## config.mk

```make
export PLATFORM = sky130hd
export DESIGN_NAME = clock_switch_ctrl
export DESIGN_NICKNAME = d
export VERILOG_FILES = /design/src/rtl/clksw_pkg.sv /design/src/rtl/clksw_req.sv /design/src/rtl/clksw_timer.sv /design/src/rtl/clock_switch_ctrl.sv
export SDC_FILE = /design/constraint.sdc
export NUM_CORES = 1
export LEC_CHECK = 0
export BUFFER_PORTS_ARGS = -buffer_cell sky130_fd_sc_hd__buf_4
export CORE_ASPECT_RATIO = 0.5
export CORE_MARGIN = 1.5
export CORE_UTILIZATION = 40
export DETAILED_ROUTE_END_ITERATION = 8
export GPL_TIMING_DRIVEN = 1
export PLACE_DENSITY = 0.67
export SLEW_MARGIN = 20
export SYNTH_ARGS = -nofsm -noshare
export SYNTH_HDL_FRONTEND = slang
export SYNTH_SLANG_ARGS = --single-unit
```

## constraint.sdc

```tcl
create_clock -name clk -period 3.9 [get_ports clk]
set_input_delay 0.39 -clock clk [delete_from_list [all_inputs] [get_ports clk]]
set_output_delay 0.39 -clock clk [all_outputs]
set_load 0.03 [all_outputs]
```

## src/rtl/clksw_pkg.sv

```systemverilog
package clksw_pkg;
  typedef enum logic [1:0] {
    SRC_PRI = 2'd0,
    SRC_SEC = 2'd1,
    SRC_INT = 2'd2
  } src_e;

  typedef enum logic [2:0] {
    ST_RUN,
    ST_OST,
    ST_LOCK,
    ST_WAITRDY,
    ST_SYNC1,
    ST_SYNC2,
    ST_GATE
  } st_e;

  // upper code bit wins; lower bit matters only when upper is clear
  function automatic src_e decode_src(input logic [1:0] code);
    if (code[1])      return SRC_INT;
    else if (code[0]) return SRC_SEC;
    else              return SRC_PRI;
  endfunction
endpackage

```

## src/rtl/clksw_req.sv

```systemverilog
module clksw_req
  import clksw_pkg::*;
#(
  parameter int FREQ_W = 3
) (
  input  logic              clk,
  input  logic              rst,
  input  logic              wr,
  input  logic [1:0]        src_code,
  input  logic [FREQ_W-1:0] freq_code,
  output src_e              req_src,
  output logic [FREQ_W-1:0] freq_q
);
  always_ff @(posedge clk) begin
    if (rst) begin
      req_src <= SRC_PRI;
      freq_q  <= '0;
    end else if (wr) begin
      req_src <= decode_src(src_code);
      freq_q  <= freq_code;
    end
  end
endmodule

```

## src/rtl/clksw_timer.sv

```systemverilog
module clksw_timer #(
  parameter int LIMIT = 1024
) (
  input  logic clk,
  input  logic rst,
  input  logic run,
  input  logic tick,
  output logic done
);
  localparam int CW = $clog2(LIMIT + 1);
  localparam logic [CW-1:0] LAST = CW'(LIMIT - 1);

  logic [CW-1:0] cnt;

  assign done = run && tick && (cnt == LAST);

  always_ff @(posedge clk) begin
    if (rst || !run)   cnt <= '0;
    else if (done)     cnt <= '0;
    else if (tick)     cnt <= cnt + 1'b1;
  end
endmodule

```

## src/rtl/clock_switch_ctrl.sv

```systemverilog
module clock_switch_ctrl
  import clksw_pkg::*;
#(
  parameter int FREQ_W     = 3,
  parameter int OST_CYCLES = 1024,
  parameter int PLL_CYCLES = 8000
) (
  input  logic              clk,
  input  logic              rst,
  input  logic              sel_wr,
  input  logic [1:0]        sel_src,
  input  logic [FREQ_W-1:0] sel_freq,
  input  logic              pll_en,
  input  logic              pri_tick,
  input  logic              sec_ready,
  input  logic              int_ready,
  output logic [1:0]        src_active,
  output logic              gate_on,
  output logic              pri_osc_en,
  output logic              osc_stable,
  output logic [FREQ_W-1:0] int_freq
);
  st_e  st;
  src_e req_src, tgt, cur;
  logic ost_done, lock_done, tgt_rdy;

  clksw_req #(.FREQ_W(FREQ_W)) u_req (
    .clk(clk), .rst(rst), .wr(sel_wr), .src_code(sel_src),
    .freq_code(sel_freq), .req_src(req_src), .freq_q(int_freq)
  );

  clksw_timer #(.LIMIT(OST_CYCLES)) u_ost (
    .clk(clk), .rst(rst), .run(st == ST_OST), .tick(pri_tick), .done(ost_done)
  );

  clksw_timer #(.LIMIT(PLL_CYCLES)) u_lock (
    .clk(clk), .rst(rst), .run(st == ST_LOCK), .tick(1'b1), .done(lock_done)
  );

  assign tgt_rdy    = (tgt == SRC_SEC) ? sec_ready : int_ready;
  assign src_active = cur;

  always_ff @(posedge clk) begin
    if (rst) begin
      st         <= ST_OST;
      tgt        <= SRC_PRI;
      cur        <= SRC_PRI;
      gate_on    <= 1'b0;
      osc_stable <= 1'b0;
      pri_osc_en <= 1'b1;
    end else begin
      case (st)
        ST_RUN: begin
          if (req_src != cur) begin
            tgt <= req_src;
            if (req_src == SRC_PRI) begin
              pri_osc_en <= 1'b1;
              st         <= ST_OST;
            end else begin
              st <= ST_WAITRDY;
            end
          end
        end
        ST_OST:     if (ost_done)  st <= pll_en ? ST_LOCK : ST_SYNC1;
        ST_LOCK:    if (lock_done) st <= ST_SYNC1;
        ST_WAITRDY: if (tgt_rdy)   st <= ST_SYNC1;
        ST_SYNC1:   st <= ST_SYNC2;
        ST_SYNC2: begin
          gate_on <= 1'b0;
          st      <= ST_GATE;
        end
        ST_GATE: begin
          cur     <= tgt;
          gate_on <= 1'b1;
          st      <= ST_RUN;
          if (tgt == SRC_PRI) begin
            osc_stable <= 1'b1;
          end else begin
            osc_stable <= 1'b0;
            pri_osc_en <= 1'b0;
          end
        end
        default: st <= ST_RUN;
      endcase
    end
  end
endmodule

```

### Yosys cells after proc, flatten, opt, wreduce, memory -nomap -nowiden

Index checks and enable logic that the tools add are counted.

* multiplexer cells: 16
* $add $sub $neg: 2
* reduce and logical (&&, ||, !) cells: 17
* equal/unequal tests: 16

Operators by type and width (number)
* 3-bit one-hot mux with 6 select lines: 1
* 3-bit two-way mux: 5
* 13-bit by 1-bit adder with 13-bit output (second input constant): 1
* 13-bit equality test (second input constant): 1
* 2-bit inequality test (second input constant): 6
* 11-bit by 1-bit adder with 11-bit output (second input constant): 1
* 11-bit by 10-bit equality test with 1-bit output (second input constant): 1
* 3-bit equality test (second input constant): 3
* 4-bit AND reduction: 2
* 3-bit by 2-bit equality test with 1-bit output (second input constant): 2
* 1-bit two-way mux: 6
* 2-bit logical NOT: 2
* 2-bit two-way mux: 2
* 1-bit one-hot mux with 2 select lines: 2
* 2-bit nonzero test: 2
* 2-bit OR reduction: 2
* 3-bit by 1-bit equality test with 1-bit output (second input constant): 1
* 1-bit logical AND: 3
* 3-bit logical NOT: 1
* 2-bit by 1-bit equality test with 1-bit output (second input constant): 1
* 1-bit logical NOT: 2
* 1-bit logical OR: 2
* 2-bit inequality test: 1
* 2-bit AND reduction: 1

* flip-flop bits (word level): 39
* logic and storage cells: 61

### Depth between registers and ports, before layout

* depth after elaboration: 5
* mapped depth: 6
* depth with buffers taken out: 5

### Hierarchy

A second synthesis with hierarchy kept.

* cell total of the unflattened synthesis: 207
* area total of the unflattened synthesis: 1878.1 sq um

By module, submodules not included
* clksw_timer (u_lock): area an instance 629.4 sq um, seq. area each 260.2 sq um, times used 1, cells an instance 67
* clock_switch_ctrl: area an instance 543.0 sq um, seq. area each 200.2 sq um, times used 1, cells an instance 69
* clksw_timer (u_ost): area an instance 516.7 sq um, seq. area each 220.2 sq um, times used 1, cells an instance 54
* clksw_req: area an instance 188.9 sq um, seq. area each 100.1 sq um, times used 1, cells an instance 17

### Least setup slack after synthesis

Ideal clock, no wire load.

* path type: reg-to-reg
* start point: register u_lock.cnt[0]
* end point: register u_lock.cnt[9]
* data arrival time: 1.398 ns
* stages on the path, launching flop included: 7
* buffers on the path: 1
* setup slack: 2.438 ns
* data required time: 3.836 ns
* period minus slack after synthesis: 1.462 ns
* cells stage by stage: dfxtp_1 -> ha_1 -> nand2_1 -> nor4_2 -> or3_1 -> buf_4 -> nor2_1

* longest elaborated chain between the ends: 3
* elaborated cells between the ends (all ways): 4
* classes of those cells: add/sub (1); eq/ne (1); reduce/logical (2)

Ends and longest elaborated chain
* start: declaration: line clksw_timer.sv:13 `logic [CW-1:0] cnt;`
* start signal: assignment: line clksw_timer.sv:20 `else if (tick) cnt <= cnt + 1'b1;`
* branches (longest 3 deep; another with 13-bit by 1-bit adder with 13-bit output)

Several ways; the timed one is not identified.
A chain may end at the register's enable or synchronous reset.

### Worst setup path in the final report

* start point: register u_lock.cnt[0]
* end point: register u_lock.cnt[3]

Same word-level chain as after synthesis.

==> flow_summary_export.csv <==
group,metric,value,unit
global_routing,grt_pass1_vias,1210,
synthesis,ys_types,42,
floorplanning,die_height,50.4,µm
synthesis,fraction_of_synthesized_cell_area_taken_by_the_top_area_cell_type,0.434,
cts,clk_latency,290,ps
power_and_ir_drop,power-per-cell-area,410,nW/µm²
cts,cts_hold_buffers,0,
route,drt_drc_violations_left,0,
finish,antennaDiodeCount,0,
critical_path,worst-path-max-fanout,13,
placement,preCtsSetupSlack,2240,ps
timing,timing.clock.skew,4.48,ps
cts,cts.clk_slew.worst_paths,80,ps
timing,fin_setup_tns,0,ps
flow_run,drv.max_cap_violation_count,0,
synthesis,syn_nets,209,
cts,clock_tree.htree_level_count,2,
synthesis,synth-main-ff-cell,"dfxtp_1",
timing,rsz_0062_raised_after_global_routing,"false",
route,via_per_inst,5.07,
status,outcome,"finished clean",
hold_path,hold_wc_startpoint,"sel_freq[2]",
synthesis,async_reset_ff_frac,0,
route,final_antenna_net_count,0,
synthesis,synth-edff-count,0,
global_routing,globalRouteOverflowTotal,0,
cts,clockRootBuffer,"clkbuf_8",
critical_path,cp-end-kind,"register",
critical_path,regToRegStartpoint,"u_lock.cnt[0]$_SDFF_PP0_",
timing,slew_headroom,0.725,
hold_path,min_path_type,"in2reg",
floorplanning,io_pins,20,
cts,tritoncts,"done",
critical_path,crit_path_start_kind,"register",
synthesis,post-synth-top-count-cell,"nor2_1",
timing,layout_min_cycle_time,1650,ps
global_routing,grt_first_pass_wirelength,5.11,mm
floorplanning,dieArea,4940,µm²
synthesis,synth_top_family_by_area,"simple AND/OR/NAND/NOR gates",
timing,worst_slew_pin_slew,412,ps
synthesis,synthesis.yosys.warnings,0,
timing,post-route-worst-setup-slack,2250,ps
cts,clock_path_buffers,2,
critical_path,r2r_setup_slack,2250,ps
cts,clock_sinks,39,
synthesis,synth.yosys.seq_area_share,0.434,
timing,fin_crit_sh,0.424,
critical_path,worst_ep_arrival_time,1820,ps
synthesis,yosys_register_bits,39,
cts,numCtsBuffers,5,
finish,syn_to_final_growth,13.4,%
floorplanning,fp.coreArea,4100,µm²
timing,fmax,0.605,GHz
route,total_vias_in_the_final_route,1355,
timing,final-hold-violation-count,0,
synthesis,count_of_mapped_cells_out_of_synthesis,195,
placement,portBuffers,19,
route,routedWlPerCell,11.4,µm
power_and_ir_drop,power.leakage,0.780,nW
placement,last_weighted_congestion_value_of_the_routability_driven_placer,0.752,
global_routing,antenna_violations_before_repair,0,
cts,post_cts_resize_count,0,
timing,maxSlewViolCount,0,
placement,dpl.hpwl,2.14,mm
route,initialDrtViolationCount,35,
global_routing,grt_max_degree,18,
route,first_pass_iters,4,
synthesis,synth.largest_area_cell,"dfxtp_1",
power_and_ir_drop,ir_worst_vdd,215,µV
synthesis,synth_compound_gate_area_share,0.0876,
critical_path,critical_path_required,4070,ps
synthesis,synthMuxAreaShare,0.0500,
finish,final.fill_count,371,
synthesis,netlist_area,1800,µm²
synthesis,synth.area.top_cells,"dfxtp_1, nor2_1, xnor2_1, mux2i_1, xor2_1",
floorplanning,dieWidth,97.9,µm
synthesis,synth.avg_cell_area,9.23,µm²
critical_path,critical_path_class,"reg2reg",
cts,post_cts_buffers,0,
route,drt-total-wl,3.03,mm
finish,finalNetCount,226,
synthesis,synth_fa_ha_area_frac,0.0139,
floorplanning,rows,16,
finish,layout-drive-gt1-share,0.178,
critical_path,critical_path.startpoint,"u_lock.cnt[0]$_SDFF_PP0_",
synthesis,post_synth_most_frequent_cells,"nor2_1, dfxtp_1, xnor2_1",
global_routing,overall_fraction_of_global_route_tracks_in_use,0.130,
timing,setup_violations,0,
synthesis,post_synthesis_share_of_cell_area_spent_on_and_or_nand_and_nor_gates,0.270,
synthesis,synth-xor-area-share,0.107,
floorplanning,initial_standard_cell_utilization_of_the_core,0.439,
-- through the flow --
step / power [mW] / hold slack [ps] / std cells / instance area, µm² / utilization
2_1_floorplan: 0.566 / 430 / 195 / 1800 / -
3_3_place_gp: 0.580 / 444 / 259 / 1960 / 0.477
3_5_place_dp: 0.584 / 449 / 259 / 1960 / 0.477
4_1_cts: 0.844 / 340 / 267 / 2040 / 0.498
5_1_grt: 0.877 / 343 / 267 / 2040 / 0.498
6_report: 0.836 / 340 / 267 / 2040 / 0.498
-- kinds of logic after synthesis --
| kind of cell | after synthesis |
|---|---|
| compound gates | 22 |
| fa+ha+maj | 2 |
| simple gates | 88 |
| buf+inv | 13 |
| flops | 39 |
| mux | 9 |
| xor+xnor | 22 |
-- registers in the layout (all words and copies together), names as in the netlist --
register       count
pri_osc_en         1
src_active         2
tgt                2
u_req.req_src      2
gate_on            1
st                 3
osc_stable         1
u_ost.cnt         11
u_req.freq_q       3
u_lock.cnt        13
-- cells in the final DEF (no fill, tap or decap) --
cell type / instances
nor2_1: 40
dfxtp_1: 39
buf_4: 19
xnor2_1: 14
nand2_1: 11
mux2i_1: 9
xor2_1: 8
nand4_1: 6
nor3_1: 6
a21oi_1: 5
clkbuf_8: 5
nor4_1: 4
inv_1: 4
nand3b_1: 3
o21ai_0: 3
a21o_1: 3
clkinv_2: 3
or3_1: 2
nand3_1: 2
or2_2: 2
o211ai_1: 2
o21bai_1: 2
o31ai_1: 2
nand2b_1: 2
ha_1: 2
nand3_2: 1
or3b_1: 1
nor4_2: 1
nor2b_4: 1
nand2b_2: 1
nand4_4: 1
nor4_4: 1
and3_1: 1
nor2b_1: 1
o2111ai_1: 1
o2bb2ai_2: 1
a311oi_2: 1
o21ai_1: 1
a31oi_1: 1
nor4b_4: 1
-- final cells by class --
cell class	count	area (µm²)	area share
clock buffers	5	68.8	0.0337
clock inverters	3	15.0	0.00735
inverters	4	15.0	0.00735
multi-input cells	143	952	0.466
flip-flops and latches	39	781	0.382
well taps	54	67.6	0.0331
repair buffers	19	143	0.0699
-- final timing paths --
kind | cells past startpoint | endpoint
worst min register to register | 1 | u_lock.cnt[0]$_SDFF_PP0_
worst min-delay path | 3 | u_req.freq_q[2]$_SDFFE_PP0P_
worst max-delay path | 5 | u_lock.cnt[3]$_SDFF_PP0_
worst max register to register | 5 | u_lock.cnt[3]$_SDFF_PP0_
-- per-layer routing --
metal / share of wire / wire length (µm) / global-route usage
met5: 0 / 0 / 0
met4: 0.012 / 36 / 0.0571
met3: 0.036 / 109 / 0.0418
met2: 0.43 / 1310 / 0.207
met1: 0.52 / 1580 / 0.163
-- worst max-delay path, cell delays in order, from the launching register on --
cell	delay, ps
dfxtp_1	370
ha_1	220
nand2_1	140
nor4_2	290
or3_1	410
nor2_1	100
-- power by group --
part           leakage (nW)  switching [mW]  internal (mW)  total (mW)
sequential            0.316          0.0292          0.416       0.445
clock                0.0477           0.139          0.122       0.262
combinational         0.417          0.0676         0.0618       0.129
No activity file was read; power rests on OpenSTA's default activity.
